--- src/rtl/pwm_ch_pkg.sv ---
package pwm_ch_pkg;
    typedef enum logic [1:0] {
        ST_IDLE     = 2'b00,
        ST_ACTIVE   = 2'b01,
        ST_INACTIVE = 2'b10
    } ref_state_t;

    localparam logic [2:0] MODE_PWM1 = 3'b110;
    localparam logic [2:0] MODE_PWM2 = 3'b111;

    localparam logic [1:0] ALIGN_EDGE = 2'b00;
    localparam logic [1:0] ALIGN_DN   = 2'b01;
    localparam logic [1:0] ALIGN_UP   = 2'b10;
    localparam logic [1:0] ALIGN_BOTH = 2'b11;
endpackage

--- src/rtl/pwm_duty_reg.sv ---
module pwm_duty_reg #(
    parameter int CNT_W = 16
) (
    input  logic             clk,
    input  logic             rst_n,
    input  logic             cmp_wr,
    input  logic [CNT_W-1:0] cmp_wdata,
    input  logic             preload_en,
    input  logic             update_evt,
    output logic [CNT_W-1:0] duty_act
);
    logic [CNT_W-1:0] duty_buf;

    // buffer always captures writes; active copy follows by mode
    always_ff @(posedge clk or negedge rst_n) begin
        if (!rst_n) begin
            duty_buf <= '0;
            duty_act <= '0;
        end else begin
            if (cmp_wr)
                duty_buf <= cmp_wdata;
            if (cmp_wr && !preload_en)
                duty_act <= cmp_wdata;
            else if (update_evt && preload_en)
                duty_act <= duty_buf;
        end
    end
endmodule

--- src/rtl/pwm_ref_fsm.sv ---
module pwm_ref_fsm
    import pwm_ch_pkg::*;
#(
    parameter int CNT_W = 16
) (
    input  logic             clk,
    input  logic             rst_n,
    input  logic [CNT_W-1:0] cnt,
    input  logic [CNT_W-1:0] duty_act,
    input  logic [2:0]       oc_mode,
    output logic             oc_ref,
    output logic             fall_evt,
    output logic             pwm_on
);
    ref_state_t state_q, state_d;
    logic       below;

    assign below  = (cnt < duty_act);
    assign pwm_on = (oc_mode == MODE_PWM1) || (oc_mode == MODE_PWM2);

    always_comb begin
        unique case (oc_mode)
            MODE_PWM1: state_d = below ? ST_ACTIVE : ST_INACTIVE;
            MODE_PWM2: state_d = below ? ST_INACTIVE : ST_ACTIVE;
            default:   state_d = ST_IDLE;
        endcase
    end

    always_ff @(posedge clk or negedge rst_n) begin
        if (!rst_n) state_q <= ST_IDLE;
        else        state_q <= state_d;
    end

    always_comb begin
        oc_ref   = (state_q == ST_ACTIVE);
        fall_evt = (state_q == ST_ACTIVE) && (state_d == ST_INACTIVE);
    end
endmodule

--- src/rtl/pwm_flag_unit.sv ---
module pwm_flag_unit
    import pwm_ch_pkg::*;
#(
    parameter int CNT_W = 16
) (
    input  logic             clk,
    input  logic             rst_n,
    input  logic [CNT_W-1:0] cnt,
    input  logic             cnt_dn,
    input  logic [CNT_W-1:0] duty_act,
    input  logic [1:0]       align_mode,
    input  logic             pwm_on,
    input  logic             fall_evt,
    input  logic             flag_clr,
    output logic             cmp_flag
);
    logic hit, set_now;

    assign hit = pwm_on && (cnt == duty_act);

    always_comb begin
        unique case (align_mode)
            ALIGN_EDGE: set_now = fall_evt;
            ALIGN_DN:   set_now = hit && cnt_dn;
            ALIGN_UP:   set_now = hit && !cnt_dn;
            ALIGN_BOTH: set_now = hit;
        endcase
    end

    // set wins over clear
    always_ff @(posedge clk or negedge rst_n) begin
        if (!rst_n)        cmp_flag <= 1'b0;
        else if (set_now)  cmp_flag <= 1'b1;
        else if (flag_clr) cmp_flag <= 1'b0;
    end
endmodule

--- src/rtl/pwm_cmp_channel.sv ---
module pwm_cmp_channel #(
    parameter int CNT_W = 16
) (
    input  logic             clk,
    input  logic             rst_n,
    input  logic [CNT_W-1:0] cnt,
    input  logic             cnt_dn,
    input  logic             update_evt,
    input  logic             cmp_wr,
    input  logic [CNT_W-1:0] cmp_wdata,
    input  logic             preload_en,
    input  logic [2:0]       oc_mode,
    input  logic [1:0]       align_mode,
    input  logic             flag_clr,
    output logic             oc_ref,
    output logic             cmp_flag
);
    logic [CNT_W-1:0] duty_act;
    logic             fall_evt;
    logic             pwm_on;

    pwm_duty_reg #(.CNT_W(CNT_W)) duty_i (
        .clk        (clk),
        .rst_n      (rst_n),
        .cmp_wr     (cmp_wr),
        .cmp_wdata  (cmp_wdata),
        .preload_en (preload_en),
        .update_evt (update_evt),
        .duty_act   (duty_act)
    );

    pwm_ref_fsm #(.CNT_W(CNT_W)) fsm_i (
        .clk      (clk),
        .rst_n    (rst_n),
        .cnt      (cnt),
        .duty_act (duty_act),
        .oc_mode  (oc_mode),
        .oc_ref   (oc_ref),
        .fall_evt (fall_evt),
        .pwm_on   (pwm_on)
    );

    pwm_flag_unit #(.CNT_W(CNT_W)) flag_i (
        .clk        (clk),
        .rst_n      (rst_n),
        .cnt        (cnt),
        .cnt_dn     (cnt_dn),
        .duty_act   (duty_act),
        .align_mode (align_mode),
        .pwm_on     (pwm_on),
        .fall_evt   (fall_evt),
        .flag_clr   (flag_clr),
        .cmp_flag   (cmp_flag)
    );
endmodule

--- config.mk ---
export PLATFORM = sky130hd
export DESIGN_NAME = pwm_cmp_channel
export DESIGN_NICKNAME = d
export VERILOG_FILES = /design/src/rtl/pwm_ch_pkg.sv /design/src/rtl/pwm_duty_reg.sv /design/src/rtl/pwm_ref_fsm.sv /design/src/rtl/pwm_flag_unit.sv /design/src/rtl/pwm_cmp_channel.sv
export SDC_FILE = /design/constraint.sdc
export NUM_CORES = 1
export LEC_CHECK = 0
export ABC_AREA = 1
export BUFFER_PORTS_ARGS = -buffer_cell sky130_fd_sc_hd__buf_2
export CAP_MARGIN = 20
export CORE_AREA = 2 2 70 72
export CTS_CLUSTER_DIAMETER = 30
export DETAILED_ROUTE_END_ITERATION = 10
export DIE_AREA = 0 0 72 74
export PLACE_DENSITY = 0.87
export SYNTH_ARGS = -nofsm -noshare
export SYNTH_HDL_FRONTEND = slang
export SYNTH_HIERARCHICAL = 1
export SYNTH_SLANG_ARGS = --single-unit
export TNS_END_PERCENT = 20
--- constraint.sdc ---
create_clock -name clk -period 1.9 [get_ports clk]
set_input_delay 0.285 -clock clk [delete_from_list [all_inputs] [get_ports clk]]
set_output_delay 0.285 -clock clk [all_outputs]
set_load 0.02 [all_outputs]
==> impl_results.md <==
- Status: complete, no violations
- Yosys cell types: 24
- Vias per Instance: between 4 and 5
- Layout Utilization: 0.6343
- Core ar.: ~0.0046 mm^2
- Routed wire length: between 5000 and 6000 um
- HP Class: in2async
- Clock power frac: 0.284
- Startpoint Class: register
- Largest net degree at the start of global routing: 36
- TritonCTS Buffers: 5
- Worst path cell trace: inv_1 -> ha_1 -> a21oi_1 -> o21ai_0 -> nor2_1 -> nand3_1 -> nand2_2 -> nor2_2 -> a22oi_2 -> nand2_1
- Sw power: roughly 0.68 mW
- Routed vias: approximately 2300
- Initial Util: 0.5412
- Max Cap Viol: 0
- Post-Syn Instances: between 300 and 400
- RR Startpoint: duty_i/duty_act[15]
- Crit-path max FO: 4
- Wire length per cell: approximately 11 um
- Die area: 0.005328 mm^2
- Sequential group share of total power: 0.428
- Flop-to-flop setup slack: approximately 0.15 ns
- DRT iter0 DRCs: slightly below 100
- YS warnings: 6
- Post-synth top area share: 0.3519
- Fraction of the yosys area taken by sequential cells: 0.3519
- IO buf count: 45
- NumNets Final: just under 500
- First-pass GRT wire length: 8880 um
- Syn Area/Cell: ~6.7 um^2
- Clk_lat worst skew: between 0.2 and 0.3 ns
- Clk_skew: 0.004137 ns
- GRT Overall Usage: 0.2144
- CP max-delay cell: dfrtp_1
- Drt pass-1 iters: 4
- DR DRC count: 0
- Largest cells by area after synthesis: dfrtp_1 (35%), nand2_1 (19%), inv_1 (13%)
- Antenna viol nets, final: 0
- H-tree levels: 2
- Switching Fraction: 0.3244
- Root Driver: clkbuf_8
- Post-Syn Area: between 0.002 and 0.0025 mm^2
- Die Width: between 70 and 80 um
- Area of the multi-input gates: 0.001245 mm^2
- Delay-heaviest family, CP: simple AND/OR/NAND/NOR gates
- Rel. slew slack: 0.4740
- Layout fillers: 420
- Syn_nets: ~440
- Largest area contributor in the netlist: dfrtp_1
- Initial antenna violation count: 0
- Min Hold Slack: 0.07946 ns
- Dpl hpwl: 3988 um
- Clock sinks: 35
- R2r endpoint: flag_i/cmp_flag
- Peak supply drop: ~0.37 mV
- Inst Count DP: 468
- ANT cells: 0
- Reg area: ~880 um^2
- Slowest Stage Delay on Critical Path: slightly below 0.4 ns
- Die Height: between 70 and 80 um
- F_max: 570.2 MHz
- Max Root-Sink Buffers: 2
- WS Path Type: reg2reg
- Final RePlAce weighted congestion: around 0.87
- Commonest cells after routing, fill and taps aside: nand2_1 (125), inv_1 (88), buf_2 (45), dfrtp_1 (35), o21ai_0 (27)
- Total chip power: approximately 2.1 mW
- Clock transition at path regs: ~0.07 ns
- P_leak: 1.794 nW
- Final period util: 0.9231
- Post-synthesis register bit count: 35
- Worst setup EP type: register
- CP bufs+invs: 1
- Worst EP required: around 2.1 ns
- Worst path arrival time: between 1.5 and 2 ns
- Fin cells: slightly below 500
- Layout cells sized above 1: 0.1944
- Commonest non-fill, non-tap cell in the layout: nand2_1
- Ports: 46
- Max-slew violations: 0
- Grt ovf: 0
- Area growth syn-to-layout: 17.19%
- PD cells: roughly 720 mW/mm^2
- Vias in the first global route: approximately 2200
- Tmin final: 1.754 ns
- Setup TNS: 0 ns
- Cell-internal power: roughly 1.4 mW
- Comb pwr share: 0.288
- Actual slew at the worst max-slew pin: 0.7890 ns
- Setup-failing EPs final: 0
- Worst r2r path cells: 10
- CTS tree: built
- Final-report hold violation count: 0
- # rows: 25
==> per-stage QoR <==
stage               area [um^2]  worst slack, ns
finish                     2917           0.1461
global route               2917        -0.008222
CTS                        2854           0.1024
detailed placement         2754           0.1129
global placement           2754           0.2203
floorplan                  2489           0.2894
==> repair_timing <==
action / 4_1_cts / 5_1_grt
endpoints found under the setup margin: 0 / 1
gates resized for setup: 0 / 5
setup buffers: 0 / 5
hold buffers: 0 / 0
==> worst reg2reg max path, stage by stage, from the launching register on <==
cell     delay (ns)
dfrtp_1        0.39
inv_1          0.06
ha_1           0.30
a21oi_1        0.17
o21ai_0        0.10
nor2_1         0.16
nand3_1        0.11
nand2_2        0.09
nor2_2         0.04
a22oi_2        0.14
nand2_1        0.08
==> how the worst max path moves through the flow <==
stage	from	to	cells after the start
4_1_cts	duty_i/duty_act[9]	flag_i/cmp_flag	12
3_3_place_gp	cnt[15]	flag_i/cmp_flag	11
5_1_grt	duty_i/duty_act[5]	flag_i/cmp_flag	12
6_report	duty_i/duty_act[15]	flag_i/cmp_flag	10
3_5_place_dp	duty_i/duty_act[9]	flag_i/cmp_flag	12
2_1_floorplan	duty_i/duty_act[11]	flag_i/cmp_flag	12
==> layer usage <==
metal / vias to the layer above / routed length (um) / track usage
met5: - / 0 / 0
met4: 0 / 74 / 0.08176
met3: 6 / 173 / 0.03523
met2: 40 / 2628 / 0.3930
met1: 1050 / 2506 / 0.2532
li1: 1211 / - / -
==> sequential cells by signal, summed over array words and instances, names as in the netlist <==
signal           cells
duty_i/duty_buf     16
duty_i/duty_act     16
flag_i/cmp_flag      1
fsm_i/state_q        2
==> kinds of logic after synthesis <==
family	count (synthesis)	synth area share
and+or+nand+nor	186	0.3208
buffers and inverters	97	0.1579
AOI/OAI and AO/OA	36	0.07542
DFF	35	0.3519
adders and majority gates	18	0.09050
xor gates and xnor gates	1	0.003520
==> layout make-up <==
cell class	count	share of cell area
multi-input combinational	241	0.4269
sequential	35	0.3003
inverter	90	0.1175
timing repair buffer	53	0.09781
clock buffer	8	0.03432
tap	54	0.02317
==> synthesized netlist by cell type, drive strengths merged <==
master / n
dfrtp: 35
buf: 5
a22oi: 1
a21oi: 6
o211ai: 1
o21ai: 27
xnor2: 1
nand3: 20
ha: 18
nand2: 140
nor3: 2
clkbuf: 2
nand4: 1
o21bai: 1
inv: 90
nor2: 23
==> power by group through the flow <==
stage	registers, mW	logic [mW]	clock network [mW]
floorplan	0.900	0.390	0
global placement	0.904	0.537	0
detailed placement	0.912	0.556	0
CTS	0.898	0.562	0.614
global route	0.907	0.694	0.639
finish	0.896	0.602	0.593
Note: power is estimated with default switching activity, not from simulation.
